`src/rtl/pwm_pkg.sv`:
```
package pwm_pkg;

    // Control register layout. Bit 0 is down, bit 7 is cascade.
    typedef struct packed {
        logic casc;
        logic pwm_en;
        logic run;
        logic load;
        logic auto_rl;
        logic gen_en;
        logic capture;
        logic down;
    } ctrl_t;

    localparam int CTRL_BITS = 8;
    localparam int EA_BIT    = 8;

    // Word indices of the register map.
    localparam int REG_CTRL0 = 0;
    localparam int REG_LOAD0 = 1;
    localparam int REG_CNT0  = 2;
    localparam int REG_CTRL1 = 3;
    localparam int REG_LOAD1 = 4;
    localparam int REG_CNT1  = 5;
    localparam int REGS_PER_TMR = 3;

    // One counter is set up for pulse-width pairing.
    function automatic logic tmr_ready(input ctrl_t c);
        return !c.capture && c.pwm_en && c.gen_en && c.auto_rl && c.run && !c.load;
    endfunction

    // The whole pair is valid.
    function automatic logic pair_ready(input ctrl_t c0, input ctrl_t c1);
        return tmr_ready(c0) && tmr_ready(c1) && !c0.casc;
    endfunction

    // Cycle length minus two, in counts.
    function automatic logic [31:0] span32(input logic down, input logic [31:0] ld,
                                           input logic [31:0] mx);
        return down ? ld : (mx - ld);
    endfunction

endpackage

```
`src/rtl/pwm_regfile.sv`:
```
module pwm_regfile import pwm_pkg::*; #(
    parameter int CNT_W  = 16,
    parameter int ADDR_W = 5
) (
    input  logic              clk,
    input  logic              rst,
    input  logic              wr_en,
    input  logic [ADDR_W-1:0] addr,
    input  logic [31:0]       wdata,
    input  logic [CNT_W-1:0]  cnt_in [2],
    output logic [31:0]       rdata,
    output ctrl_t             ctrl_q [2],
    output ctrl_t             ctrl_d [2],
    output logic [CNT_W-1:0]  load_q [2]
);
    localparam int IDX_W = ADDR_W - 2;

    logic [IDX_W-1:0] widx;
    logic             aligned;
    logic             ea_hit;
    logic             hit_ctrl [2];
    logic             hit_load [2];

    assign widx    = addr[ADDR_W-1:2];
    assign aligned = (addr[1:0] == 2'b00);

    always_comb begin
        for (int t = 0; t < 2; t++) begin
            hit_ctrl[t] = wr_en && aligned && (int'(widx) == t*REGS_PER_TMR + REG_CTRL0);
            hit_load[t] = wr_en && aligned && (int'(widx) == t*REGS_PER_TMR + REG_LOAD0);
        end
    end

    assign ea_hit = (hit_ctrl[0] || hit_ctrl[1]) && wdata[EA_BIT];

    // Next-state control values. The enable-all bit is never stored.
    always_comb begin
        for (int t = 0; t < 2; t++) begin
            ctrl_d[t] = ctrl_q[t];
            if (hit_ctrl[t])
                ctrl_d[t] = ctrl_t'(wdata[CTRL_BITS-1:0]);
            if (ea_hit)
                ctrl_d[t].run = 1'b1;
        end
    end

    always_ff @(posedge clk) begin
        if (rst) begin
            for (int t = 0; t < 2; t++) begin
                ctrl_q[t] <= '0;
                load_q[t] <= '0;
            end
        end else begin
            for (int t = 0; t < 2; t++) begin
                ctrl_q[t] <= ctrl_d[t];
                if (hit_load[t])
                    load_q[t] <= wdata[CNT_W-1:0];
            end
        end
    end

    always_comb begin
        rdata = '0;
        if (aligned) begin
            case (int'(widx))
                REG_CTRL0: rdata = 32'(ctrl_q[0]);
                REG_LOAD0: rdata = 32'(load_q[0]);
                REG_CNT0:  rdata = 32'(cnt_in[0]);
                REG_CTRL1: rdata = 32'(ctrl_q[1]);
                REG_LOAD1: rdata = 32'(load_q[1]);
                REG_CNT1:  rdata = 32'(cnt_in[1]);
                default:   rdata = '0;
            endcase
        end
    end

    logic unused_wdata;
    assign unused_wdata = ^{wdata[31:EA_BIT+1]};

endmodule

```
`src/rtl/pwm_counter.sv`:
```
module pwm_counter import pwm_pkg::*; #(
    parameter int CNT_W = 16
) (
    input  logic             clk,
    input  logic             rst,
    input  ctrl_t            ctrl,
    input  logic [CNT_W-1:0] load_val,
    input  logic             sync_reload,
    input  logic             hold_after,
    output logic [CNT_W-1:0] cnt,
    output logic             gen
);
    localparam logic [CNT_W-1:0] CNT_MAX = '1;

    logic             rl_q;    // reload cycle, the last cycle of a count cycle
    logic             done_q;  // halted at terminal, waiting for a restart
    logic [CNT_W-1:0] term;

    assign term = ctrl.down ? '0 : CNT_MAX;

    always_ff @(posedge clk) begin
        if (rst) begin
            cnt    <= '0;
            rl_q   <= 1'b0;
            done_q <= 1'b0;
        end else if (ctrl.load) begin
            cnt    <= load_val;
            rl_q   <= 1'b0;
            done_q <= 1'b0;
        end else if (!ctrl.run) begin
            rl_q   <= 1'b0;
            done_q <= 1'b0;
        end else if (sync_reload) begin
            cnt    <= load_val;
            rl_q   <= 1'b0;
            done_q <= 1'b0;
        end else if (rl_q) begin
            rl_q <= 1'b0;
            if (ctrl.auto_rl && !hold_after)
                cnt <= load_val;
            else
                done_q <= 1'b1;
        end else if (!done_q) begin
            if (cnt == term)
                rl_q <= 1'b1;
            else if (ctrl.down)
                cnt <= cnt - 1'b1;
            else
                cnt <= cnt + 1'b1;
        end
    end

    assign gen = rl_q && ctrl.gen_en && ctrl.run;

    logic unused_ctrl;
    assign unused_ctrl = ^{ctrl.casc, ctrl.pwm_en, ctrl.capture};

endmodule

```
`src/rtl/pwm_shaper.sv`:
```
module pwm_shaper (
    input  logic clk,
    input  logic rst,
    input  logic valid_q,
    input  logic valid_d,
    input  logic gen_period,
    input  logic gen_duty,
    input  logic duty_fits,
    output logic pwm
);
    // Clear beats set. A start or a period boundary sets the output
    // only when the high time is strictly shorter than the period.
    always_ff @(posedge clk) begin
        if (rst)
            pwm <= 1'b0;
        else if (!valid_d)
            pwm <= 1'b0;
        else if (!valid_q)
            pwm <= duty_fits;
        else if (gen_duty)
            pwm <= 1'b0;
        else if (gen_period)
            pwm <= duty_fits;
    end

endmodule

```
`src/rtl/dual_timer_pwm.sv`:
```
module dual_timer_pwm import pwm_pkg::*; #(
    parameter int CNT_W  = 16,
    parameter int ADDR_W = 5
) (
    input  logic              clk,
    input  logic              rst,
    input  logic              bus_wr,
    input  logic [ADDR_W-1:0] bus_addr,
    input  logic [31:0]       bus_wdata,
    output logic [31:0]       bus_rdata,
    output logic              gen0_out,
    output logic              gen1_out,
    output logic              pwm_out
);
    localparam logic [CNT_W-1:0] CNT_MAX = '1;

    ctrl_t            ctrl_q [2];
    ctrl_t            ctrl_d [2];
    logic [CNT_W-1:0] load_q [2];
    logic [CNT_W-1:0] cnt    [2];
    logic             gen    [2];
    logic             sync   [2];
    logic             hold   [2];
    logic             valid_q;
    logic             valid_d;
    logic             duty_fits;

    pwm_regfile #(.CNT_W(CNT_W), .ADDR_W(ADDR_W)) u_regs (
        .clk    (clk),
        .rst    (rst),
        .wr_en  (bus_wr),
        .addr   (bus_addr),
        .wdata  (bus_wdata),
        .cnt_in (cnt),
        .rdata  (bus_rdata),
        .ctrl_q (ctrl_q),
        .ctrl_d (ctrl_d),
        .load_q (load_q)
    );

    assign valid_q = pair_ready(ctrl_q[0], ctrl_q[1]);
    assign valid_d = pair_ready(ctrl_d[0], ctrl_d[1]);

    assign duty_fits = span32(ctrl_q[1].down, 32'(load_q[1]), 32'(CNT_MAX))
                     < span32(ctrl_q[0].down, 32'(load_q[0]), 32'(CNT_MAX));

    // Counter 0 runs freely. When paired, counter 1 holds after its pulse
    // and restarts with counter 0.
    assign sync[0] = 1'b0;
    assign hold[0] = 1'b0;
    assign sync[1] = valid_q && gen[0];
    assign hold[1] = valid_q;

    for (genvar i = 0; i < 2; i++) begin : g_tmr
        pwm_counter #(.CNT_W(CNT_W)) u_cnt (
            .clk         (clk),
            .rst         (rst),
            .ctrl        (ctrl_q[i]),
            .load_val    (load_q[i]),
            .sync_reload (sync[i]),
            .hold_after  (hold[i]),
            .cnt         (cnt[i]),
            .gen         (gen[i])
        );
    end

    pwm_shaper u_shape (
        .clk        (clk),
        .rst        (rst),
        .valid_q    (valid_q),
        .valid_d    (valid_d),
        .gen_period (gen[0]),
        .gen_duty   (gen[1]),
        .duty_fits  (duty_fits),
        .pwm        (pwm_out)
    );

    assign gen0_out = gen[0];
    assign gen1_out = gen[1];

endmodule

```
`config.mk`:
```
export PLATFORM = sky130hd
export DESIGN_NAME = dual_timer_pwm
export DESIGN_NICKNAME = d
export VERILOG_FILES = /design/src/rtl/pwm_pkg.sv /design/src/rtl/pwm_regfile.sv /design/src/rtl/pwm_counter.sv /design/src/rtl/pwm_shaper.sv /design/src/rtl/dual_timer_pwm.sv
export SDC_FILE = /design/constraint.sdc
export NUM_CORES = 1
export LEC_CHECK = 0
export BUFFER_PORTS_ARGS = -buffer_cell sky130_fd_sc_hd__buf_4
export CAP_MARGIN = 20
export CORE_MARGIN = 10
export CORE_UTILIZATION = 54
export DETAILED_ROUTE_END_ITERATION = 8
export PLACE_DENSITY = 0.84
export SKIP_LAST_GASP = 1
export SYNTH_ARGS = -nofsm -noshare
export SYNTH_HDL_FRONTEND = slang
export SYNTH_SLANG_ARGS = --single-unit
```
`constraint.sdc`:
```
create_clock -name clk -period 4.7 [get_ports clk]
set_input_delay 0.235 -clock clk [delete_from_list [all_inputs] [get_ports clk]]
set_output_delay 0.235 -clock clk [all_outputs]
set_load 0.005 [all_outputs]
```
# Yosys cells after proc, flatten, opt, wreduce, memory -nomap -nowiden
# Cells that the tools add are included.
[word_totals] ff_bits=85 elab_cells=146
[classes] n_addsub=6 muxes=30 n_eq_ne=17 bitwise=5 n_reduce_logical=62 magnitude_cmp=1
[ops] op="2-to-1 mux 16 bit" n=17
[ops] op="2-to-1 mux 32 bit" n=3
[ops] op="case mux 16 bit (6 select lines)" n=1
[ops] op="logical AND 1 bit" n=36
[ops] op="subtractor 16 x 16 -> 17 bit (first input constant)" n=2
[ops] op="adder 16 x 1 -> 16 bit (second input constant)" n=2
[ops] op="== test 16 bit" n=2
[ops] op="< comparator 32 bit" n=1
[ops] op="subtractor 16 x 1 -> 16 bit (second input constant)" n=2
[ops] op="== test 3 bit (second input constant)" n=4
[ops] op="zero test 1 bit" n=11
[ops] op="== test 3 x 2 -> 1 bit (second input constant)" n=3
[ops] op="2-to-1 mux 8 bit" n=1
[ops] op="!= test 4 x 2 -> 1 bit (second input constant)" n=2
[ops] op="AND reduction 4 bit" n=2
[ops] op="2-to-1 mux 1 bit" n=7
[ops] op="2-to-1 mux 7 bit" n=1
[ops] op="zero test 3 bit" n=2
[ops] op="!= test 3 x 2 -> 1 bit (second input constant)" n=2
[ops] op="!= test 3 bit (second input constant)" n=2
[ops] op="OR reduction 6 bit" n=1
[ops] op="inverter 1 bit" n=5
[ops] op="OR reduction 5 bit" n=1
[ops] op="!= test 4 x 3 -> 1 bit (second input constant)" n=1
[ops] op="other kinds (8)" n=10

# Logic depth before layout (Yosys ltp)
[depth] word_depth=15 mapped_depth=10 depth_no_buf=8

# Cells and area by module
# From an unflattened synthesis, not the netlist that was laid out.
[unflattened] cells_unflattened=880 hier_area_um2=7039.3
[by_module_without_submodules] mod="pwm_counter" n_inst=2 seq_area_each_um2=360.3 cells_per_inst=210 area_per_inst_um2=1644.1
[by_module_without_submodules] mod="pwm_regfile" n_inst=1 seq_area_each_um2=960.9 cells_per_inst=371 area_per_inst_um2=2982.9
[by_module_without_submodules] mod="dual_timer_pwm" n_inst=1 seq_area_each_um2=0.0 cells_per_inst=82 area_per_inst_um2=711.9
[by_module_without_submodules] mod="pwm_shaper" n_inst=1 seq_area_each_um2=20.0 cells_per_inst=7 area_per_inst_um2=56.3

# Worst setup path before layout
# OpenSTA, ideal clock, no wires.
[synth_path] path_kind="reg-to-reg" startpoint="register u_regs.ctrl_q[8] (netlist name)" endpoint="register u_shape.pwm" t_required_ns=4.597 setup_ns=0.103 period_less_slack_ns=2.989 path_buffers=2 arrival_ns=2.885 stages_incl_launch_ff=11 setup_slack_ns=1.711 path_cell_list="dfxtp_1 > buf_2 > buf_1 > xor2_1 > ha_1 > a21o_1 > a21o_1 > a21oi_1 > o2111ai_1 > a41o_1 > a2111oi_2"
[synth_via] elab_chain_len=5
[synth_rtl] element="2-to-1 mux 32 bit *" line_no="pwm_pkg.sv:40" source="return down ? ld : (mx - ld);"
[synth_rtl] element="< comparator 32 bit *" line_no="dual_timer_pwm.sv:45" source="< span32(ctrl_q[0].down, 32'(load_q[0]), 32'(CNT_MAX));"
[synth_rtl] element="2-to-1 mux 1 bit" line_no="pwm_shaper.sv:22" source="else if (gen_period)"
[synth_rtl] element="2-to-1 mux 1 bit" line_no="pwm_shaper.sv:20" source="else if (gen_duty)"
[synth_rtl] element="2-to-1 mux 1 bit *" line_no="pwm_shaper.sv:18" source="else if (!valid_q)"
[synth_rtl] element="end signal: assignment" line_no="pwm_shaper.sv:19" source="pwm <= duty_fits;"
[synth_rtl] element="end signal: assignment" line_no="pwm_shaper.sv:23" source="pwm <= duty_fits;"
[synth_rtl] element="end: declaration" line_no="pwm_shaper.sv:9" source="output logic pwm"
# Mark *: on every way between the ends. The rest lies on a longest branch, timed or not. The select of a mux whose other input is x is not followed.
# A chain may end at the register's enable or synchronous reset.

# Worst setup path after layout
[layout_path] startpoint="register u_regs.ctrl_q[0] (netlist name)" endpoint="register g_tmr[1].u_cnt.cnt[0]"
[layout_via] elab_chain_len=7 word_cells_on_any_way=11 classes_between="2 x eq/ne; 8 x mux; 1 x reduce/logical"
[layout_rtl] element="2-to-1 mux 16 bit" line_no="pwm_counter.sv:46" source="else if (ctrl.down)"
[layout_rtl] element="2-to-1 mux 16 bit" line_no="pwm_counter.sv:44" source="if (cnt == term)"
[layout_rtl] element="2-to-1 mux 16 bit" line_no="pwm_counter.sv:43" source="end else if (!done_q) begin"
[layout_rtl] element="2-to-1 mux 16 bit" line_no="pwm_counter.sv:37" source="end else if (rl_q) begin"
[layout_rtl] element="2-to-1 mux 16 bit" line_no="pwm_counter.sv:33" source="end else if (sync_reload) begin"
[layout_rtl] element="2-to-1 mux 16 bit" line_no="pwm_counter.sv:30" source="end else if (!ctrl.run) begin"
[layout_rtl] element="2-to-1 mux 16 bit" line_no="pwm_counter.sv:26" source="end else if (ctrl.load) begin"
[layout_rtl] element="end signal: assignment" line_no="pwm_counter.sv:27" source="cnt <= load_val;"
[layout_rtl] element="end signal: assignment" line_no="pwm_counter.sv:34" source="cnt <= load_val;"
[layout_rtl] element="end signal: assignment" line_no="pwm_counter.sv:40" source="cnt <= load_val;"
[layout_rtl] element="end: declaration" line_no="pwm_counter.sv:10" source="output logic [CNT_W-1:0] cnt,"
# Parallel ways exist; a longest one is shown, timed or not. The select of a mux whose other input is x is not followed.

==> metrics.md <==
| Metric | Value |
|---|---|
| Number of I/O port buffers | `42` |
| Largest family of logic cells by synthesized area | `compound AO/OA/AOI/OAI gates` |
| CTS tree | `yes` |
| Seq. cell area | `1700 sq um` |
| Predominant post-synthesis flop cell | `dfxtp_1` |
| TritonRoute pass-1 iters | `5` |
| First-pass GRT wire length | `28.2 mm` |
| RSZ-0062 raised after global routing | `no` |
| Setup Buffers After CTS | `0` |
| CP max stage cell | `a211oi_2` |
| Skew-Pair Late Insertion Delay | `0.34 ns` |
| Die Span Y | `130 microns` |
| Worst-path clk slew | `0.06 ns` |
| Worst-path cell chain | `buf_4 > ha_1 > and3_1 > a31oi_1 > a211oi_2 > buf_4 > nor3_1 > a21oi_1 > a21oi_1` |
| Setup crit end kind | `register` |
| Worst setup SP type | `register` |
| Vias | `6083` |
| Setup TNS | `0 ns` |
| XOR/XNOR Fraction of Synth Area | `0.0778` |
| Period minus WS final | `3.07 ns` |
| Pleak | `2.86 nW` |
| Initial core utilization | `0.548` |
| Sink Count | `85` |
| Final-report setup violation count | `0` |
| Fmax | `0.326 GHz` |
| FF-to-FF End | `g_tmr[1].u_cnt.cnt[0]` |
| Antenna Cells | `0` |
| WHS Endpoint | `u_regs.load_q[28]` |
| Fillcell total | `1078` |
| Root buf cell | `clkbuf_16` |
| Sequential share of the synthesized area | `0.261` |
| HPWL Detailed | `13.0 mm` |
| Area after DPL | `6770 sq um` |
| CP peak stage delay | `0.59 ns` |
| Final Hold Viols | `0` |
| R2R depth | `9` |
| Vias per Instance | `6.16` |
| NumNets Final | `920` |
| Total GRT Usage | `0.205` |
| Post-synth EDFFs | `0` |
| DR DRC count | `0` |
| Worst Max-Slew Pin Slew | `1.01 ns` |
| Netlist cell types | `76` |
| Buffers and inverters on the worst path | `2` |
| Reg-to-reg startpoint | `u_regs.ctrl_q[0]` |
| Post-synthesis simple-gate area fraction | `0.210` |
| Fin Clk Skew | `0.00874 ns` |
| Area growth syn-to-layout | `8.13%` |
| Mux share of post-synthesis cell area | `0.0677` |
| Status | `completed` |
| Seq pwr share | `0.478` |
| CTS Buffer Depth | `2` |
| Vias in the first global route | `5502` |
| Post-CTS sizing | `0` |
| Reg2Reg Setup Slack | `1.63 ns` |
| Hold depth | `3` |
| Post-cts hold buffer count | `0` |
| Total core area | `11900 sq um` |
| Worst relative slew slack | `0.323` |
| Multi-input logic area | `4470 sq um` |
| Final worst setup slack | `1.63 ns` |
| Per-cell routed wire length | `17.7 microns` |
| Final Instance Area | `7060 sq um` |
| Non-Filler Instances | `987` |
| Hold WS | `0.155 ns` |
| Final period util | `0.653` |
| Pwr dens | `219 nW/um^2` |
| Share of the synthesized area in the top cell type | `0.261` |
| Worst EP arrival | `3.26 ns` |
| Post-synthesis async set-or-reset flop share | `0` |
| CP required | `4.89 ns` |
| Antenna violations before repair | `0` |
| Yosys top cell by area | `dfxtp_1` |
| HP Start | `bus_wdata[12]` |
| CP Max Fanout | `27` |
| Post-Synthesis Cells | `829` |
| Synth Area in Compound Gates | `0.232` |
| Dpl cells | `970` |
| CP Class | `reg2reg` |
| CP delay by family, top | `compound AO/OA/AOI/OAI gates` |
| Max-cap violations | `0` |
| WL final | `17.5 mm` |
| P_sw | `0.395 mW` |
| Number of H-tree levels | `3` |
| Synthesized flop and latch total | `85` |
| Comb power frac | `0.091` |
| Worst Hold Class | `in2reg` |
| GPL Wtd Cong | `0.937` |
| Most frequent cell after synthesis | `nand2_1` |
| Share of layout cells above drive strength 1 | `0.119` |
| Pre-CTS setup slack | `1.72 ns` |
| Die area | `16900 sq um` |
| Worst VDD drop | `117 uV` |
| # rows | `40` |
| Area contributors post-synth | `dfxtp_1 (26%), ha_1 (8.2%), nand2_1 (7.3%), a21oi_1 (6.3%), mux2i_1 (4.3%)` |
| Largest net degree at the start of global routing | `79` |
| Initial DRC Count | `667` |
| Synth Area in Adders | `0.0886` |
| # IOs | `75` |
| Synth Warn # | `0` |
| Syn Area/Cell | `7.87 sq um` |
| Total power draw | `1.54 mW` |
| CTS buffer count | `9` |
| Top cells by count, synth | `nand2_1 (127), dfxtp_1 (85), a21oi_1 (82), nor2_1 (64), ha_1 (43)` |
| Slew Limit Fails | `0` |
| Cell internal pwr | `1.15 mW` |
| Cell Area, Synth | `6530 sq um` |
| Clock power share | `0.431` |
| Final ANT Viol Nets | `0` |
| Die X | `130 microns` |
| GRT Residual Overflow | `0` |
| Fin util | `0.593` |
| Net Sw Frac | `0.255` |
## cell type report
type,count,area share
Clock buffer,10,0.0339
Tap cell,147,0.0261
Inverter,14,0.00745
Multi-Input combinational cell,676,0.633
Sequential cell,85,0.241
Timing Repair Buffer,49,0.0527
Clock inverter,6,0.00550
## power groups by stage
| stage | clock, mW | combinational, mW | sequential, mW |
|---|---|---|---|
| 6_report | 0.666 | 0.140 | 0.739 |
| 5_1_grt | 0.700 | 0.153 | 0.739 |
| 4_1_cts | 0.668 | 0.137 | 0.738 |
| 3_5_place_dp | 0 | 0.136 | 0.754 |
| 3_3_place_gp | 0 | 0.135 | 0.754 |
| 2_1_floorplan | 0 | 0.103 | 0.750 |
## worst min-delay path: stages
cell and delay (ns):
buf_4 0.12, nand2_1 0.05, a21oi_1 0.05
## flip-flops by register name (all words and copies together) (netlist names)
| signal | flops |
|---|---|
| g_tmr.u_cnt.cnt | 32 |
| g_tmr.u_cnt.done_q | 2 |
| g_tmr.u_cnt.rl_q | 2 |
| u_regs.ctrl_q | 16 |
| u_regs.load_q | 32 |
| u_shape.pwm | 1 |
## metal layers
layer,vias to the layer above,part of all wire,track usage
met3,40,0.063,0.0195
met5,-,0,0
met2,244,0.47,0.331
li1,2962,-,-
met4,0,0.030,0.0866
met1,2837,0.44,0.273
## logic make-up after synthesis
| family | after synthesis |
|---|---|
| simple gates | 289 |
| compound gates | 229 |
| flops | 85 |
| buf+inv | 83 |
| mux | 39 |
| xor+xnor | 58 |
| other cells | 1 |
| fa+ha+maj | 45 |
## worst max-delay path by stage
| stage | from | endpoint | depth (start not counted) |
|---|---|---|---|
| detailed placement | u_regs.ctrl_q[0] | g_tmr[1].u_cnt.cnt[11] | 9 |
| global placement | u_regs.ctrl_q[0] | g_tmr[1].u_cnt.cnt[0] | 9 |
| floorplan | u_regs.ctrl_q[8] | u_shape.pwm | 10 |
| finish | u_regs.ctrl_q[0] | g_tmr[1].u_cnt.cnt[0] | 9 |
| global route | u_regs.ctrl_q[0] | g_tmr[1].u_cnt.cnt[0] | 9 |
| CTS | u_regs.ctrl_q[0] | g_tmr[1].u_cnt.cnt[11] | 9 |
## placed cells by master (no fill, tap or decap), drive strengths merged, types with 8 or more instances in the layout
master,count
a211oi,13
a21o,14
a21oi,82
a22oi,15
a311oi,12
a31oi,8
and2,17
buf,49
clkbuf,10
conb,16
dfxtp,85
ha,43
inv,14
mux2,8
mux2i,28
nand2,128
nand3,15
nand4,12
nor2,65
nor3,11
o21ai,29
o22ai,18
xnor2,30
xor2,28
No activity file was read; power rests on OpenSTA's default activity.
